### src/rtl/spi3w_master.sv
module spi3w_master #(
  parameter int DIV    = 4,
  parameter int MAXLEN = 16,
  localparam int LENW  = $clog2(MAXLEN + 1),
  localparam int IDXW  = $clog2(2 * MAXLEN + 1),
  localparam int CW    = (DIV > 1) ? $clog2(DIV) : 1
) (
  input  logic              clk,
  input  logic              rst_n,
  input  logic              start,
  input  logic [LENW-1:0]   wr_len,
  input  logic [LENW-1:0]   rd_len,
  input  logic [MAXLEN-1:0] wr_data,
  output logic              busy,
  output logic              done,
  output logic [MAXLEN-1:0] rd_data,
  output logic              cs_n,
  output logic              sclk,
  output logic              sdio_pull,
  input  logic              sdio_inv,
  output logic [3:0]        pwr
);

  typedef enum logic [2:0] {ST_IDLE, ST_SETUP, ST_HIGH, ST_LOW, ST_TAIL} st_t;

  st_t               state;
  logic [CW-1:0]     cnt;
  logic [IDXW-1:0]   idx;
  logic [LENW-1:0]   wl_q, rl_q;
  logic [MAXLEN-1:0] wr_sh, rd_sh;

  wire [LENW-1:0] wl_c  = (wr_len > LENW'(MAXLEN)) ? LENW'(MAXLEN) : wr_len;
  wire [LENW-1:0] rl_c  = (rd_len > LENW'(MAXLEN)) ? LENW'(MAXLEN) : rd_len;
  wire [IDXW-1:0] total = IDXW'(wl_q) + IDXW'(rl_q);
  wire            tick  = (cnt == CW'(DIV - 1));
  wire            in_wr = (idx < IDXW'(wl_q));
  wire            last  = ((idx + 1'b1) == total);
  wire            rx_bit = ~sdio_inv;

  assign pwr       = 4'b1111;
  assign busy      = (state != ST_IDLE);
  assign sdio_pull = busy && in_wr && !wr_sh[MAXLEN-1];

  always_ff @(posedge clk or negedge rst_n) begin
    if (!rst_n) begin
      state   <= ST_IDLE;
      cnt     <= '0;
      idx     <= '0;
      wl_q    <= '0;
      rl_q    <= '0;
      wr_sh   <= '0;
      rd_sh   <= '0;
      rd_data <= '0;
      done    <= 1'b0;
      cs_n    <= 1'b1;
      sclk    <= 1'b0;
    end else begin
      done <= 1'b0;
      if (state != ST_IDLE) cnt <= tick ? '0 : cnt + 1'b1;
      case (state)
        ST_IDLE: if (start) begin
          wl_q  <= wl_c;
          rl_q  <= rl_c;
          wr_sh <= wr_data << (LENW'(MAXLEN) - wl_c);
          rd_sh <= '0;
          idx   <= '0;
          cnt   <= '0;
          cs_n  <= 1'b0;
          state <= ST_SETUP;
        end
        ST_SETUP: if (tick) begin
          if (total == '0) state <= ST_TAIL;
          else begin
            sclk  <= 1'b1;
            if (!in_wr) rd_sh <= {rd_sh[MAXLEN-2:0], rx_bit};
            state <= ST_HIGH;
          end
        end
        ST_HIGH: if (tick) begin
          sclk  <= 1'b0;
          wr_sh <= wr_sh << 1;
          idx   <= idx + 1'b1;
          state <= last ? ST_TAIL : ST_LOW;
        end
        ST_LOW: if (tick) begin
          sclk  <= 1'b1;
          if (!in_wr) rd_sh <= {rd_sh[MAXLEN-2:0], rx_bit};
          state <= ST_HIGH;
        end
        ST_TAIL: if (tick) begin
          cs_n    <= 1'b1;
          done    <= 1'b1;
          rd_data <= rd_sh;
          state   <= ST_IDLE;
        end
        default: state <= ST_IDLE;
      endcase
    end
  end

  AST_PWR_HIGH: assert property (@(posedge clk) pwr == 4'b1111);
  AST_IDLE_QUIET: assert property (@(posedge clk) disable iff (!rst_n)
    !busy |-> (cs_n && !sclk && !sdio_pull));
  AST_PULL_STABLE_HIGH: assert property (@(posedge clk) disable iff (!rst_n)
    (sclk && $past(sclk)) |-> $stable(sdio_pull));
  AST_SCLK_UNDER_CS: assert property (@(posedge clk) disable iff (!rst_n)
    sclk |-> !cs_n);
  AST_CS_RISE_CLK_LOW: assert property (@(posedge clk) disable iff (!rst_n)
    $rose(cs_n) |-> (!sclk && !$past(sclk)));
  AST_DONE_ONE_CYCLE: assert property (@(posedge clk) disable iff (!rst_n)
    done |=> !done);
  AST_START_WHILE_BUSY: assert property (@(posedge clk) disable iff (!rst_n)
    (busy && start) |=> ($stable(wl_q) && $stable(rl_q)));

endmodule

### config.mk
export PLATFORM = sky130hd
export DESIGN_NAME = spi3w_master
export DESIGN_NICKNAME = d
export VERILOG_FILES = /design/src/rtl/spi3w_master.sv
export SDC_FILE = /design/constraint.sdc
export NUM_CORES = 1
export LEC_CHECK = 0
export CAP_MARGIN = 20
export CORE_UTILIZATION = 60
export CTS_BUF_LIST = sky130_fd_sc_hd__clkbuf_16
export DETAILED_ROUTE_END_ITERATION = 8
export DONT_BUFFER_PORTS = 1
export PLACE_DENSITY = 0.73
export RECOVER_POWER = 100
export SYNTH_ARGS = -nofsm -noshare
export SYNTH_HDL_FRONTEND = slang
export SYNTH_SLANG_ARGS = --single-unit
### constraint.sdc
create_clock -name clk -period 3.3 [get_ports clk]
set_clock_uncertainty 0.2 [all_clocks]
set_input_delay 0.99 -clock clk [delete_from_list [all_inputs] [get_ports clk]]
set_output_delay 0.99 -clock clk [all_outputs]
set_load 0.1 [all_outputs]
# After elaboration in Yosys (flattened, before gate mapping)
# Index checks and enable logic that the tools add are counted.
# op_classes
add_sub_neg	4
n_eq_ne	12
bitwise	1
shift	1
n_reduce_logical	17
mux	35
n_lt_le_gt_ge	3
# ops
cell	n
16-bit 2-to-1 mux	7
16-bit one-hot mux with 3 select lines	1
16-bit one-hot mux with 2 select lines	1
3-bit 2-to-1 mux	7
16-bit by 5-bit left shift with 16-bit output	1
3-bit one-hot mux with 5 select lines	1
5-bit AND reduction	3
6-bit 2-to-1 mux	2
2-bit != test, second input constant	6
6-bit one-hot mux with 2 select lines	1
5-bit greater-than comparator, second input constant	2
5-bit 2-to-1 mux	2
3-bit nonzero test	3
2-bit 2-to-1 mux	4
1-bit 2-to-1 mux	7
5-bit by 5-bit adder with 6-bit output	1
6-bit by 1-bit adder with 6-bit output, second input constant	1
3-bit by 2-bit == test with 1-bit output, second input constant	2
6-bit == test	1
6-bit zero test	1
6-bit by 5-bit < comparator with 1-bit output	1
3-bit AND reduction	2
5-bit subtractor, first input constant	1
2-bit AND reduction	2
other kinds (11)	13
# word_totals
elab_cells	84
output_inout_bits	25
reg_bits	72
inputBits	30

# Logic depth before layout (Yosys ltp)
# depth
ltp_word	6
ltp_mapped	11
mapped_depth_nobuf	9

# Least setup slack after synthesis
# No wires, ideal clock.
# synth_path
path_type	reg2out
start	reg idx[4]
end	out sdio_pull
t_required_ns	2.110
stages_incl_launch_ff	5
setup_slack_ns	-0.420
n_path_buf	0
arrival_time_ns	2.530
path_cell_list	dfrtp_1 -> ha_1 -> a2111oi_0 -> o21ai_0 -> nor2_1
# synth_via
elab_chain_len	3
# synth_lines
element	line_no	source
start: declaration	28	logic [IDXW-1:0] idx;
start signal: assignment	82	idx <= idx + 1'b1;
6-bit by 5-bit < comparator with 1-bit output	36	wire in_wr = (idx < IDXW'(wl_q));
1-bit logical AND (2 in a row)	42	assign sdio_pull = busy && in_wr && !wr_sh[MAXLEN-1];
end: declaration	19	output logic sdio_pull,
# Every way passes these cells.

# Worst setup path in the final report
# layout_path
start	reg wl_q[4]
end	out sdio_pull
# layout_via
elab_chain_len	3
# layout_lines
element	line_no	source
start: declaration	29	logic [LENW-1:0] wl_q, rl_q;
start signal: assignment	62	wl_q <= wl_c;
6-bit by 5-bit < comparator with 1-bit output	36	
1-bit logical AND (2 in a row)	42	
# Every way passes these cells.

==> results_tabular.tex <==
\begin{tabular}{lr}
\hline
Metric & Value \\
\hline
\multicolumn{2}{l}{\textbf{Pwr}} \\
Power spent charging and discharging nets & 1.41 mW \\
Maximum ir drop on the vdd rail & 0.388 mV \\
Clock power frac & 0.254 \\
Total power divided by cell area & 820 nW/um2 \\
Final Total Pwr & 3.64 mW \\
Static leakage & 2.03 nW \\
Sequential power share & 0.361 \\
Internal power consumption & 2.23 mW \\
Combinational power share & 0.386 \\
Net switching share of the total power & 0.388 \\
\multicolumn{2}{l}{\textbf{Yosys}} \\
Prevailing post-synth register cell & sky130\_fd\_sc\_hd\_\_dfrtp\_1 \\
Main combinational cell family by area after synthesis & compound AO/OA/AOI/OAI gates \\
Synth Cell Area & 4060 um2 \\
Yosys reg bits & 72 \\
Per-instance average area after synthesis & 10.9 um2 \\
Post-Synth Adder-Cell Area & 0.0420 \\
Synthesized-area fraction occupied by and/or/nand/nor cells & 0.121 \\
Sequential fraction of the synthesis area & 0.445 \\
Parity-gate share of the synthesized area counting xor and xnor cells & 0.0302 \\
Mux share of post-synthesis cell area & 0.156 \\
Instance count of the mapped netlist & 372 \\
Synthesized-area fraction occupied by ao, oa, aoi and oai cells & 0.159 \\
Async S/R FF share, synth & 1.00 \\
Synthesis warning total & 0 \\
Unique masters post-synth & 53 \\
Number of enable-type register cells in the synthesized netlist & 0 \\
\multicolumn{2}{l}{\textbf{Run status}} \\
Violations in the final reports & DRC \\
Status & finished with violations \\
\multicolumn{2}{l}{\textbf{Drt}} \\
DR DRC count & 6 \\
Number of vias per cell & 6.48 \\
Total iterations of the first detailed-routing run & 7 \\
Number of DRC markers after the initial detailed-route iteration & 190 \\
Count of nets left with antenna violations after detail routing & 0 \\
Detail-routed net length per standard cell & 18.0 um \\
Post-detailed-routing wire length & 8190 um \\
Vias & 2941 \\
\multicolumn{2}{l}{\textbf{Floorplanning}} \\
Row Count & 29 \\
Total core area & 6420 um2 \\
Die Ht & 84.2 um \\
Die W & 84.2 um \\
DIE AREA & 7090 um2 \\
Top Ports & 55 \\
Initial core utilization & 0.631 \\
\multicolumn{2}{l}{\textbf{Timing}} \\
Unrepaired setup endpoints after global routing & no \\
\# setup viols final & 0 \\
Hold Vio Cnt, Final & 0 \\
Final sum of negative setup slack & 0 ns \\
Achievable Freq & 0.319 GHz \\
Fin crit share & 0.950 \\
Max-Slew Margin vs Limit & 0.332 \\
Final number of max-transition violations & 0 \\
Slew at the pin with the worst max-slew slack & 1.00 ns \\
Hold Worst Slack & 0.157 ns \\
Final worst path period need & 3.13 ns \\
\multicolumn{2}{l}{\textbf{Cells and area}} \\
Post-Layout Inst Area & 4440 um2 \\
Most frequent cells in the layout & sky130\_fd\_sc\_hd\_\_dfrtp\_1, sky130\_fd\_sc\_hd\_\_nand2\_1, sky130\_fd\_sc\_hd\_\_o21ai\_0 \\
Cell Count, Final, Fillers Out & 454 \\
Filler cell count & 455 \\
P\&R area growth vs syn & 9.50\% \\
Final layout net count & 416 \\
Fraction of layout instances using a drive strength above 1 & 0.164 \\
Area used by multi-input combinational logic & 2090 um2 \\
Antenna diode count & 0 \\
Most common library cell in the layout ignoring fill and taps & sky130\_fd\_sc\_hd\_\_dfrtp\_1 \\
Register Area & 1800 um2 \\
\multicolumn{2}{l}{\textbf{Worst setup path}} \\
Startpoint of the lowest-slack register-to-register path & wl\_q[0]\$\_DFFE\_PN0P\_ \\
Required time of the worst setup path & 2.11 ns \\
Termination of the worst setup path & sdio\_pull \\
Reg2reg end & state[1]\$\_DFFE\_PN0P\_ \\
Type of element launching the critical path & register \\
Start-to-end type of the worst setup path & reg -> out \\
Origin of the worst setup path & wl\_q[4]\$\_DFFE\_PN0P\_ \\
Arrival time at the worst endpoint & 1.94 ns \\
Maximum fanout encountered on the critical timing path & 3 \\
Depth of the worst register-to-register path & 9 \\
Register-to-Register Setup Slack & 0.41 ns \\
Kind of end point of the critical path & output pin \\
\multicolumn{2}{l}{\textbf{Clock network}} \\
Clk sinks & 72 \\
Insertion delay of the later-clocked pin in the worst-skew pair & 0.32 ns \\
Clock-pin slew on the worst setup and hold paths & 0.06 ns \\
H-tree levels & 3 \\
Maximum buffer depth of the clock tree & 2 \\
Clock root buffer & sky130\_fd\_sc\_hd\_\_clkbuf\_16 \\
TritonCTS clock tree & done \\
Number of buffers created by CTS & 9 \\
\multicolumn{2}{l}{\textbf{Global route}} \\
Initial antenna violation count & 0 \\
Vias in the first global route & 2821 \\
GRT Overall Usage & 0.250 \\
First-pass GRT wire length & 13800 um \\
Congestion Overflow GR & 0 \\
Maximum number of pins on one net before global-route repair & 73 \\
\multicolumn{2}{l}{\textbf{Placed design}} \\
Placed Instances & 438 \\
Count of buffers from port buffering & 0 \\
HPWL after detailed placement & 5780 um \\
Final weighted congestion of routability-driven global placement & 0.962 \\
Area post-placement & 4160 um2 \\
\multicolumn{2}{l}{\textbf{Min path}} \\
Path type of the worst min-delay path & in -> async \\
\multicolumn{2}{l}{\textbf{Job}} \\
Count of maximum capacitance violations & 0 \\
\hline
\end{tabular}
-- metrics by stage --
step,setup slack (ns),util
finish,0.165,0.691
detailed placement,0.185,0.647
CTS,0.0197,0.692
floorplan,0.00657,-
global route,0.0379,0.691
global placement,0.263,0.647
-- repair_timing --
item,4_1_cts,5_1_grt
gates resized for setup,1,2
endpoints found under the setup margin,1,1
setup buffers,0,1
endpoints found under the hold margin,0,0
hold buffers,0,0
-- area by class of cell --
type / instances / area share
Multi-Input combinational cell: 260 / 0.470
Clock inverter: 6 / 0.0141
Timing Repair Buffer: 14 / 0.0240
Tap cell: 77 / 0.0217
Clock buffer: 9 / 0.0507
Inverter: 16 / 0.0135
Sequential cell: 72 / 0.406
-- synthesized netlist by cell type, types with 3 or more instances --
cell,count,area (um2)
sky130_fd_sc_hd__dfrtp_1,71,1780
sky130_fd_sc_hd__nand2_1,29,109
sky130_fd_sc_hd__o21ai_0,26,130
sky130_fd_sc_hd__a22o_1,20,175
sky130_fd_sc_hd__mux2_2,18,203
sky130_fd_sc_hd__mux2i_1,18,180
sky130_fd_sc_hd__a21oi_1,17,85.1
sky130_fd_sc_hd__inv_1,15,56.3
sky130_fd_sc_hd__nor2_1,14,52.6
sky130_fd_sc_hd__ha_1,12,150
sky130_fd_sc_hd__buf_2,11,55.1
sky130_fd_sc_hd__mux4_2,11,248
sky130_fd_sc_hd__nand2b_1,11,68.8
sky130_fd_sc_hd__clkbuf_1,10,37.5
sky130_fd_sc_hd__xnor2_1,7,61.3
sky130_fd_sc_hd__xor2_1,7,61.3
sky130_fd_sc_hd__a21o_1,6,45.0
sky130_fd_sc_hd__a22oi_1,6,45.0
sky130_fd_sc_hd__nand3_1,6,30.0
sky130_fd_sc_hd__buf_4,4,30.0
sky130_fd_sc_hd__nor2b_1,4,25.0
sky130_fd_sc_hd__a222oi_1,3,30.0
sky130_fd_sc_hd__nand3b_1,3,22.5
sky130_fd_sc_hd__nor3_1,3,15.0
sky130_fd_sc_hd__o221ai_1,3,26.3
sky130_fd_sc_hd__o22ai_1,3,18.8
-- worst min path at each step --
stage | slack (ns) | end | depth (start not counted)
6_report | 0.16 | rl_q[1]$_DFFE_PN0P_ | 0
4_1_cts | 0.15 | rd_data[1]$_DFFE_PN0P_ | 0
3_3_place_gp | 0.28 | wr_sh[2]$_DFFE_PN0P_ | 2
5_1_grt | 0.15 | rl_q[1]$_DFFE_PN0P_ | 0
3_5_place_dp | 0.28 | rl_q[3]$_DFFE_PN0P_ | 2
2_1_floorplan | 0.25 | rl_q[0]$_DFFE_PN0P_ | 2
-- routing by layer --
layer,track usage,part of all wire
met5,0,0
met1,0.355,0.45
met2,0.387,0.49
met4,0.0925,0.014
met3,0.0462,0.043
-- power groups by stage --
stage | clock [mW] | sequential (mW) | combinational, mW
final | 0.924 | 1.31 | 1.40
after global routing | 0.975 | 1.34 | 1.55
after CTS | 0.938 | 1.31 | 1.39
after detailed placement | 0 | 1.32 | 1.37
after global placement | 0 | 1.32 | 1.34
after floorplan | 0 | 1.26 | 1.11
-- critical path, stage by stage, from the launching register on --
cell and delay [ns]:
sky130_fd_sc_hd__dfrtp_1 0.38, sky130_fd_sc_hd__inv_1 0.07, sky130_fd_sc_hd__ha_1 0.30, sky130_fd_sc_hd__a2111oi_2 0.34, sky130_fd_sc_hd__o21ai_1 0.15, sky130_fd_sc_hd__nor2_2 0.17, sky130_fd_sc_hd__buf_12 0.19
-- cells by family (layout without fill, tap and decap cells) --
| group | Yosys count | in the layout |
|---|---|---|
| muxes | 47 | 47 |
| adders and majority gates | 13 | 13 |
| and+or+nand+nor | 88 | 88 |
| xor gates and xnor gates | 14 | 14 |
| DFF | 72 | 72 |
| AOI/OAI and AO/OA | 94 | 94 |
| other | 1 | 4 |
| buffers and inverters | 43 | 45 |
-- flip-flops by register name, indices dropped and copies added, names as in the netlist --
| register | cells |
|---|---|
| state | 3 |
| cnt | 2 |
| rd_data | 16 |
| wr_sh | 16 |
| idx | 6 |
| done | 1 |
| wl_q | 5 |
| cs_n | 1 |
| rl_q | 5 |
| sclk | 1 |
| rd_sh | 16 |
No activity file was read; power rests on OpenSTA's default activity.
